<file path="config.mk">
export PLATFORM = sky130hd
export DESIGN_NAME = fbr_dma_calc
export DESIGN_NICKNAME = d
export VERILOG_FILES = /design/src/rtl/fbr_pkg.sv /design/src/rtl/fbr_point_map.sv /design/src/rtl/fbr_pix_off.sv /design/src/rtl/fbr_step.sv /design/src/rtl/fbr_dma_calc.sv
export SDC_FILE = /design/constraint.sdc
export NUM_CORES = 2
export LEC_CHECK = 0
export BUFFER_PORTS_ARGS = -buffer_cell sky130_fd_sc_hd__buf_2
export CAP_MARGIN = 20
export CORE_MARGIN = 2
export CORE_UTILIZATION = 35
export DETAILED_ROUTE_END_ITERATION = 12
export GPL_ROUTABILITY_DRIVEN = 0
export SYNTH_ARGS = -nofsm -noshare
export SYNTH_HDL_FRONTEND = slang
export SYNTH_SLANG_ARGS = --single-unit
</file>
<file path="constraint.sdc">
create_clock -name clk -period 8.9 [get_ports clk]
set_input_delay 0.445 -clock clk [delete_from_list [all_inputs] [get_ports clk]]
set_output_delay 0.445 -clock clk [all_outputs]
set_load 0.01 [all_outputs]
</file>
<file path="src/rtl/fbr_pkg.sv">
package fbr_pkg;
   // coordinate selector: zero, one, or last (w-1 / h-1)
   typedef enum logic [1:0] {
      CS_Z = 2'd0,
      CS_O = 2'd1,
      CS_M = 2'd2
   } coord_sel_e;

   typedef struct packed {
      coord_sel_e cx;
      coord_sel_e cy;
   } pt_sel_t;

   localparam int NPT = 6;   // top, bottom, elemA, elemB, frameA, frameB
endpackage

</file>
<file path="src/rtl/fbr_point_map.sv">
module fbr_point_map
   import fbr_pkg::*;
(
   input  logic [1:0] rot_i,
   input  logic       mir_i,
   input  logic [2:0] idx_i,
   output pt_sel_t    sel_o
);
   function automatic pt_sel_t mk(input coord_sel_e x, input coord_sel_e y);
      mk.cx = x;
      mk.cy = y;
   endfunction

   pt_sel_t tab [8];

   always_comb begin
      for (int i = 0; i < 8; i++) tab[i] = mk(CS_Z, CS_Z);
      unique case ({rot_i, mir_i})
         3'b000: begin tab[0]=mk(CS_Z,CS_Z); tab[1]=mk(CS_M,CS_M); tab[2]=mk(CS_Z,CS_Z);
                       tab[3]=mk(CS_O,CS_Z); tab[4]=mk(CS_M,CS_Z); tab[5]=mk(CS_Z,CS_O); end
         3'b001: begin tab[0]=mk(CS_M,CS_Z); tab[1]=mk(CS_Z,CS_M); tab[2]=mk(CS_O,CS_Z);
                       tab[3]=mk(CS_Z,CS_Z); tab[4]=mk(CS_Z,CS_Z); tab[5]=mk(CS_M,CS_O); end
         3'b010: begin tab[0]=mk(CS_Z,CS_M); tab[1]=mk(CS_M,CS_Z); tab[2]=mk(CS_Z,CS_O);
                       tab[3]=mk(CS_Z,CS_Z); tab[4]=mk(CS_Z,CS_Z); tab[5]=mk(CS_O,CS_M); end
         3'b011: begin tab[0]=mk(CS_M,CS_M); tab[1]=mk(CS_Z,CS_Z); tab[2]=mk(CS_Z,CS_O);
                       tab[3]=mk(CS_Z,CS_Z); tab[4]=mk(CS_O,CS_Z); tab[5]=mk(CS_Z,CS_M); end
         3'b100: begin tab[0]=mk(CS_M,CS_M); tab[1]=mk(CS_Z,CS_Z); tab[2]=mk(CS_O,CS_Z);
                       tab[3]=mk(CS_Z,CS_Z); tab[4]=mk(CS_Z,CS_O); tab[5]=mk(CS_M,CS_Z); end
         3'b101: begin tab[0]=mk(CS_Z,CS_M); tab[1]=mk(CS_M,CS_Z); tab[2]=mk(CS_Z,CS_Z);
                       tab[3]=mk(CS_O,CS_Z); tab[4]=mk(CS_M,CS_O); tab[5]=mk(CS_Z,CS_Z); end
         3'b110: begin tab[0]=mk(CS_M,CS_Z); tab[1]=mk(CS_Z,CS_M); tab[2]=mk(CS_Z,CS_Z);
                       tab[3]=mk(CS_Z,CS_O); tab[4]=mk(CS_O,CS_M); tab[5]=mk(CS_Z,CS_Z); end
         default: begin tab[0]=mk(CS_Z,CS_Z); tab[1]=mk(CS_M,CS_M); tab[2]=mk(CS_Z,CS_Z);
                       tab[3]=mk(CS_Z,CS_O); tab[4]=mk(CS_Z,CS_M); tab[5]=mk(CS_O,CS_Z); end
      endcase
      sel_o = tab[idx_i];
   end
endmodule

</file>
<file path="src/rtl/fbr_pix_off.sv">
module fbr_pix_off
   import fbr_pkg::*;
#(
   parameter int DIM_W = 12,
   parameter int SCL_W = 4,
   localparam int PIT_W = DIM_W + SCL_W,
   localparam int OFF_W = 2 * DIM_W + SCL_W + 1
) (
   input  pt_sel_t            sel_i,
   input  logic [DIM_W-1:0]   wm1_i,
   input  logic [DIM_W-1:0]   hm1_i,
   input  logic [SCL_W-1:0]   xstep_i,
   input  logic [PIT_W-1:0]   pitch_i,
   output logic [OFF_W-1:0]   off_o
);
   logic [DIM_W-1:0] xv, yv;

   always_comb begin
      unique case (sel_i.cx)
         CS_Z:    xv = '0;
         CS_O:    xv = DIM_W'(1);
         default: xv = wm1_i;
      endcase
      unique case (sel_i.cy)
         CS_Z:    yv = '0;
         CS_O:    yv = DIM_W'(1);
         default: yv = hm1_i;
      endcase
      // offset in elements: y * line pitch + x * pixel stride
      off_o = OFF_W'(yv) * OFF_W'(pitch_i) + OFF_W'(xv) * OFF_W'(xstep_i);
   end
endmodule

</file>
<file path="src/rtl/fbr_step.sv">
module fbr_step #(
   parameter int OFF_W = 29,
   parameter int IDX_W = 32
) (
   input  logic [OFF_W-1:0] from_i,
   input  logic [OFF_W-1:0] to_i,
   input  logic [1:0]       sh_i,
   output logic [IDX_W-1:0] step_o
);
   logic [IDX_W-1:0] diff, bytes;

   always_comb begin
      diff   = IDX_W'(to_i) - IDX_W'(from_i);   // modular, two's complement
      bytes  = diff << sh_i;
      step_o = bytes - (IDX_W'(1) << sh_i) + IDX_W'(1);
   end
endmodule

</file>
<file path="src/rtl/fbr_dma_calc.sv">
module fbr_dma_calc
   import fbr_pkg::*;
#(
   parameter int ADDR_W = 32,
   parameter int DIM_W  = 12,
   parameter int SCL_W  = 4
) (
   input  logic              clk,
   input  logic              rst_n,
   input  logic              start_i,
   input  logic [ADDR_W-1:0] base_i,
   input  logic [DIM_W-1:0]  width_i,
   input  logic [DIM_W-1:0]  height_i,
   input  logic [DIM_W-1:0]  vwidth_i,
   input  logic [SCL_W-1:0]  xscale_i,
   input  logic [SCL_W-1:0]  yscale_i,
   input  logic [1:0]        esize_i,
   input  logic [2:0]        rot_i,
   input  logic              mirror_i,
   output logic              done_o,
   output logic              err_o,
   output logic [ADDR_W-1:0] top_o,
   output logic [ADDR_W-1:0] bot_o,
   output logic [31:0]       elem_idx_o,
   output logic [31:0]       frame_idx_o,
   output logic [DIM_W-1:0]  elem_cnt_o,
   output logic [DIM_W-1:0]  frame_cnt_o
);
   localparam int IDX_W = 32;
   localparam int PIT_W = DIM_W + SCL_W;
   localparam int OFF_W = 2 * DIM_W + SCL_W + 1;
   localparam int K_W   = $clog2(NPT + 1);
   localparam logic [K_W-1:0] K_LAST = K_W'(NPT);

   // elaboration checks: byte offset (x4) plus sign must fit the index word
   generate
      if (OFF_W + 3 > IDX_W) begin : g_chk_idx
         $error("fbr_dma_calc: DIM_W/SCL_W too wide for 32-bit indices");
      end
      if (ADDR_W < 8 || ADDR_W > 64) begin : g_chk_addr
         $error("fbr_dma_calc: ADDR_W out of range");
      end
      if (SCL_W < 1) begin : g_chk_scl
         $error("fbr_dma_calc: SCL_W must be at least 1");
      end
   endgenerate

   // ---------------- configuration validation ----------------
   logic cfg_bad;
   always_comb begin
      cfg_bad = (esize_i == 2'd3) || (rot_i > 3'd3) ||
                (width_i == '0) || (height_i == '0) ||
                ((vwidth_i != '0) && (vwidth_i < width_i));
   end

   // ---------------- captured configuration ----------------
   logic [ADDR_W-1:0] base_q;
   logic [DIM_W-1:0]  w_q, h_q, vw_q;
   logic [SCL_W-1:0]  xs_q, ys_q;
   logic [1:0]        sh_q, rot_q;
   logic              mir_q;
   logic              busy_q;
   logic [K_W-1:0]    k_q;
   logic [OFF_W-1:0]  pt_q [NPT];

   logic [PIT_W-1:0]  pitch;
   logic [DIM_W-1:0]  wm1, hm1;
   pt_sel_t           sel;
   logic [OFF_W-1:0]  off_cur;
   logic [IDX_W-1:0]  ei_nxt, fi_nxt;

   assign pitch = PIT_W'(vw_q) * PIT_W'(ys_q);
   assign wm1   = w_q - DIM_W'(1);
   assign hm1   = h_q - DIM_W'(1);

   fbr_point_map u_map (
      .rot_i (rot_q),
      .mir_i (mir_q),
      .idx_i (3'(k_q)),
      .sel_o (sel)
   );

   fbr_pix_off #(.DIM_W(DIM_W), .SCL_W(SCL_W)) u_off (
      .sel_i   (sel),
      .wm1_i   (wm1),
      .hm1_i   (hm1),
      .xstep_i (xs_q),
      .pitch_i (pitch),
      .off_o   (off_cur)
   );

   fbr_step #(.OFF_W(OFF_W), .IDX_W(IDX_W)) u_ei (
      .from_i (pt_q[2]), .to_i (pt_q[3]), .sh_i (sh_q), .step_o (ei_nxt)
   );

   fbr_step #(.OFF_W(OFF_W), .IDX_W(IDX_W)) u_fi (
      .from_i (pt_q[4]), .to_i (pt_q[5]), .sh_i (sh_q), .step_o (fi_nxt)
   );

   // ---------------- sequencer and result registers ----------------
   always_ff @(posedge clk or negedge rst_n) begin
      if (!rst_n) begin
         base_q <= '0; w_q <= '0; h_q <= '0; vw_q <= '0;
         xs_q <= '0; ys_q <= '0; sh_q <= '0; rot_q <= '0; mir_q <= 1'b0;
         busy_q <= 1'b0; k_q <= '0;
         for (int i = 0; i < NPT; i++) pt_q[i] <= '0;
         done_o <= 1'b0; err_o <= 1'b0;
         top_o <= '0; bot_o <= '0; elem_idx_o <= '0; frame_idx_o <= '0;
         elem_cnt_o <= '0; frame_cnt_o <= '0;
      end else begin
         done_o <= 1'b0;
         if (!busy_q) begin
            if (start_i) begin
               if (cfg_bad) begin
                  done_o <= 1'b1;
                  err_o  <= 1'b1;
               end else begin
                  err_o  <= 1'b0;
                  busy_q <= 1'b1;
                  k_q    <= '0;
                  base_q <= base_i;
                  w_q    <= width_i;
                  h_q    <= height_i;
                  vw_q   <= (vwidth_i == '0) ? width_i : vwidth_i;
                  xs_q   <= (xscale_i == '0) ? SCL_W'(1) : xscale_i;
                  ys_q   <= (yscale_i == '0) ? SCL_W'(1) : yscale_i;
                  sh_q   <= esize_i;
                  rot_q  <= rot_i[1:0];
                  mir_q  <= mirror_i;
               end
            end
         end else if (k_q != K_LAST) begin
            pt_q[k_q[2:0]] <= off_cur;
            k_q <= k_q + K_W'(1);
         end else begin
            busy_q      <= 1'b0;
            done_o      <= 1'b1;
            top_o       <= base_q + (ADDR_W'(pt_q[0]) << sh_q);
            bot_o       <= base_q + (ADDR_W'(pt_q[1]) << sh_q);
            elem_idx_o  <= ei_nxt;
            frame_idx_o <= fi_nxt;
            elem_cnt_o  <= rot_q[0] ? h_q : w_q;
            frame_cnt_o <= rot_q[0] ? w_q : h_q;
         end
      end
   end
endmodule

</file>
==> metrics.md <==
| Metric | Value |
|---|---|
| Num rows | `around 120` |
| Hold Startpoint | `base_i[6]` |
| Port buffer count | `around 240` |
| CTS max path bufs | `3` |
| Mapped Area | `roughly 0.037 mm²` |
| Fmax | `between 0.1 and 0.15 GHz` |
| N_diodes | `0` |
| Routed vias | `slightly below 30,000` |
| Filler cells | `between 10,000 and 15,000` |
| Worst R2R End | `pt_q[115]` |
| Worst r2r src | `ys_q[3]` |
| Post-synthesis sequential area ratio | `0.276` |
| Global route overflow | `0` |
| Final nets | `about 5,000` |
| Worst Path Max Fanout | `6` |
| Worst slew pin tran | `around 1.1 ns` |
| Outcome | `completed` |
| Reg2Reg Setup Slack | `~0.27 ns` |
| Crit path launch type | `flop` |
| Post-synth EDFFs | `0` |
| Slew Viols, Final | `0` |
| Largest net degree at the start of global routing | `166` |
| Drt pass-1 iters | `5` |
| Critical path's top delay family | `adder cells` |
| Distinct cells, synth | `95` |
| Die area | `between 0.1 and 0.15 mm²` |
| Synth top area cells | `dfrtp_1, fa_1, ha_1` |
| Clk_lat worst skew | `around 0.63 ns` |
| Share of cells above drive strength 1 | `0.165` |
| Final Hold Vio Count | `0` |
| Top cell by count, worst path | `fa_1` |
| Async S/R FF share, synth | `1.00` |
| Tot GR Track Use | `0.184` |
| Post-synth top area share | `0.276` |
| Worst Skew | `approximately 0.033 ns` |
| Post-synth top area cell | `dfrtp_1` |
| Final setup viols | `0` |
| Cts bufs inserted | `48` |
| Main flop type after synthesis | `dfrtp_1` |
| Final wirelength | `roughly 100 mm` |
| Hold Path Depth | `2` |
| Vias per Instance | `~5.1` |
| Drt drc | `0` |
| Fin crit share | `0.970` |
| Core ar. | `approximately 0.11 mm²` |
| TritonCTS clock tree | `done` |
| # IOs | `~240` |
| H-Tree Depth | `2` |
| Clk slew on worst S/H paths | `0.06 ns` |
| P&R area growth vs syn | `14.3%` |
| Hold Worst Slack | `0.0520 ns` |
| CP arrival | `between 9 and 10 ns` |
| Syn Area/Cell | `9.06 µm²` |
| First-pass GRT wire length | `162 mm` |
| WP depth | `36` |
| Setup crit end kind | `flop` |
| CP Class | `flop to flop` |
| Wirelength per Cell | `17.3 µm` |
| Relative max-transition margin | `0.251` |
| Clk root buf | `clkbuf_16` |
| Mapped Nets | `~4,800` |
| Worst r2r path cells | `36` |
| DRT iter0 DRCs | `about 1,900` |
| Initial antenna violation count | `1` |
| Synth Warn # | `0` |
| Die span in x | `around 330 µm` |
| RSZ-0062 raised after global routing | `yes` |
| Min Tclk post-route | `8.63 ns` |
| Die Y | `331 µm` |
| Post-DP HPWL | `between 70 and 80 mm` |
| Data required, critical path | `approximately 9.4 ns` |
| Max Cap Violations | `0` |
| #FFs+latches synth | `413` |
| Starting Density | `0.354` |
| Crit path max-delay cell type | `fa_1` |
| CTS sink cnt | `413` |
| Hold crit path type | `input port to flop` |
| WP buf/inv | `5` |
| Antenna Nets Post-Route | `0` |
| Critical path's largest stage delay | `0.57 ns` |
| Post-Synthesis Cells | `4,129` |
| WHS Endpoint | `base_q[6]` |
| Number of global-route vias before repair | `29,300` |
how the worst max path moves through the flow:
stage,startpoint,to
floorplan,ys_q[1],pt_q[141]
global placement,ys_q[1],pt_q[25]
detailed placement,ys_q[1],pt_q[141]
CTS,ys_q[1],pt_q[141]
global route,ys_q[3],pt_q[173]
finish,ys_q[3],pt_q[115]
what timing repair did:
| item | 4_1_cts | 5_1_grt |
|---|---|---|
| pin swaps | 2 | 72 |
| buffers inserted | 3 | 9 |
| cloned | 0 | 0 |
| hold buffers | 2 | 0 |
| endpoints found under the hold margin | 80 | 0 |
| setup endpoints to repair | 48 | 84 |
| resized for setup | 5 | 84 |
layout make-up:
class / instances / area (µm²) / share of cell area
repair buffers: 355 / 2120 / 0.0496
flip-flops and latches: 413 / 10300 / 0.242
inverters: 403 / 1510 / 0.0354
well taps: 1391 / 1740 / 0.0407
clock inverters: 24 / 362 / 0.00846
clock buffers: 64 / 1370 / 0.0321
multi-input cells: 3140 / 25300 / 0.592
worst reg2reg max path, delay by kind of cell, from the launching register on:
| family | cells | cell delay (ns) |
|---|---|---|
| adders and majority gates | 10 | 4.62 |
| AOI/OAI and AO/OA | 14 | 1.99 |
| and+or+nand+nor | 5 | 0.65 |
| buffers and inverters | 5 | 0.47 |
| DFF | 1 | 0.42 |
| muxes | 1 | 0.20 |
| xor gates and xnor gates | 1 | 0.17 |
cells in the final DEF, fill, tap and decap left out, drive strengths merged, types with 105 or more instances in the layout:
cell type / Yosys / layout
nor2: 262 / 262
xnor2: 123 / 123
mux2: 118 / 118
a21oi: 177 / 177
fa: 213 / 213
inv: 400 / 406
ha: 327 / 327
mux2i: 105 / 105
o21ai: 391 / 391
dfrtp: 413 / 413
buf: 32 / 353
nand2: 538 / 538
a21o: 125 / 125
synth_stat cells (21+ instances only):
master	n
xnor2_1	123
a21oi_1	173
nand4_1	21
clkbuf_1	141
a21o_1	125
dfrtp_1	413
nand2_1	538
fa_1	213
mux4_2	46
nor3_1	43
and2_1	68
o21bai_1	28
a211o_1	24
mux2i_1	105
mux2_2	116
xor2_1	94
o21ai_0	378
inv_1	400
nor2_1	261
or2_2	22
ha_1	327
nand3_1	52
nand2b_1	44
o21a_1	54
nor2b_1	27
registers in the layout, summed over array words and instances (netlist names), 3 cells and up:
signal	cells
w_q	12
k_q	3
elem_idx_o	32
top_o	32
frame_idx_o	32
vw_q	12
xs_q	4
h_q	12
pt_q	174
bot_o	32
ys_q	4
frame_cnt_o	12
elem_cnt_o	12
base_q	32
per-stage QoR:
step	cell area (µm²)	std cells	worst slack [ns]	util	TNS (ns)
global placement	40500	5688	-0.0784	0.384	-0.497
global route	42700	5790	-0.0845	0.405	-1.54
finish	42700	5790	0.270	0.405	0
detailed placement	40500	5688	-0.249	0.384	-5.78
CTS	42300	5781	0.00933	0.401	0
floorplan	37400	4129	0.0120	-	0
cells by family after synthesis:
family | after synthesis | share of synthesized area
and+or+nand+nor | 1160 | 0.139
AOI/OAI and AO/OA | 953 | 0.160
buffers and inverters | 576 | 0.0585
adders and majority gates | 540 | 0.223
DFF | 413 | 0.276
muxes | 269 | 0.0913
xor gates and xnor gates | 218 | 0.0513
per-layer routing:
metal	up-vias	global-route usage	wire (µm)
met5	-	0	13
met4	2	0.0592	3340
met3	153	0.0215	4150
met2	696	0.302	46200
met1	14300	0.253	46700
li1	14600	-	-
Power is left out: the tool's default activity adds up to more than one toggle a clock period on the data nets, which glitch-free logic cannot reach.
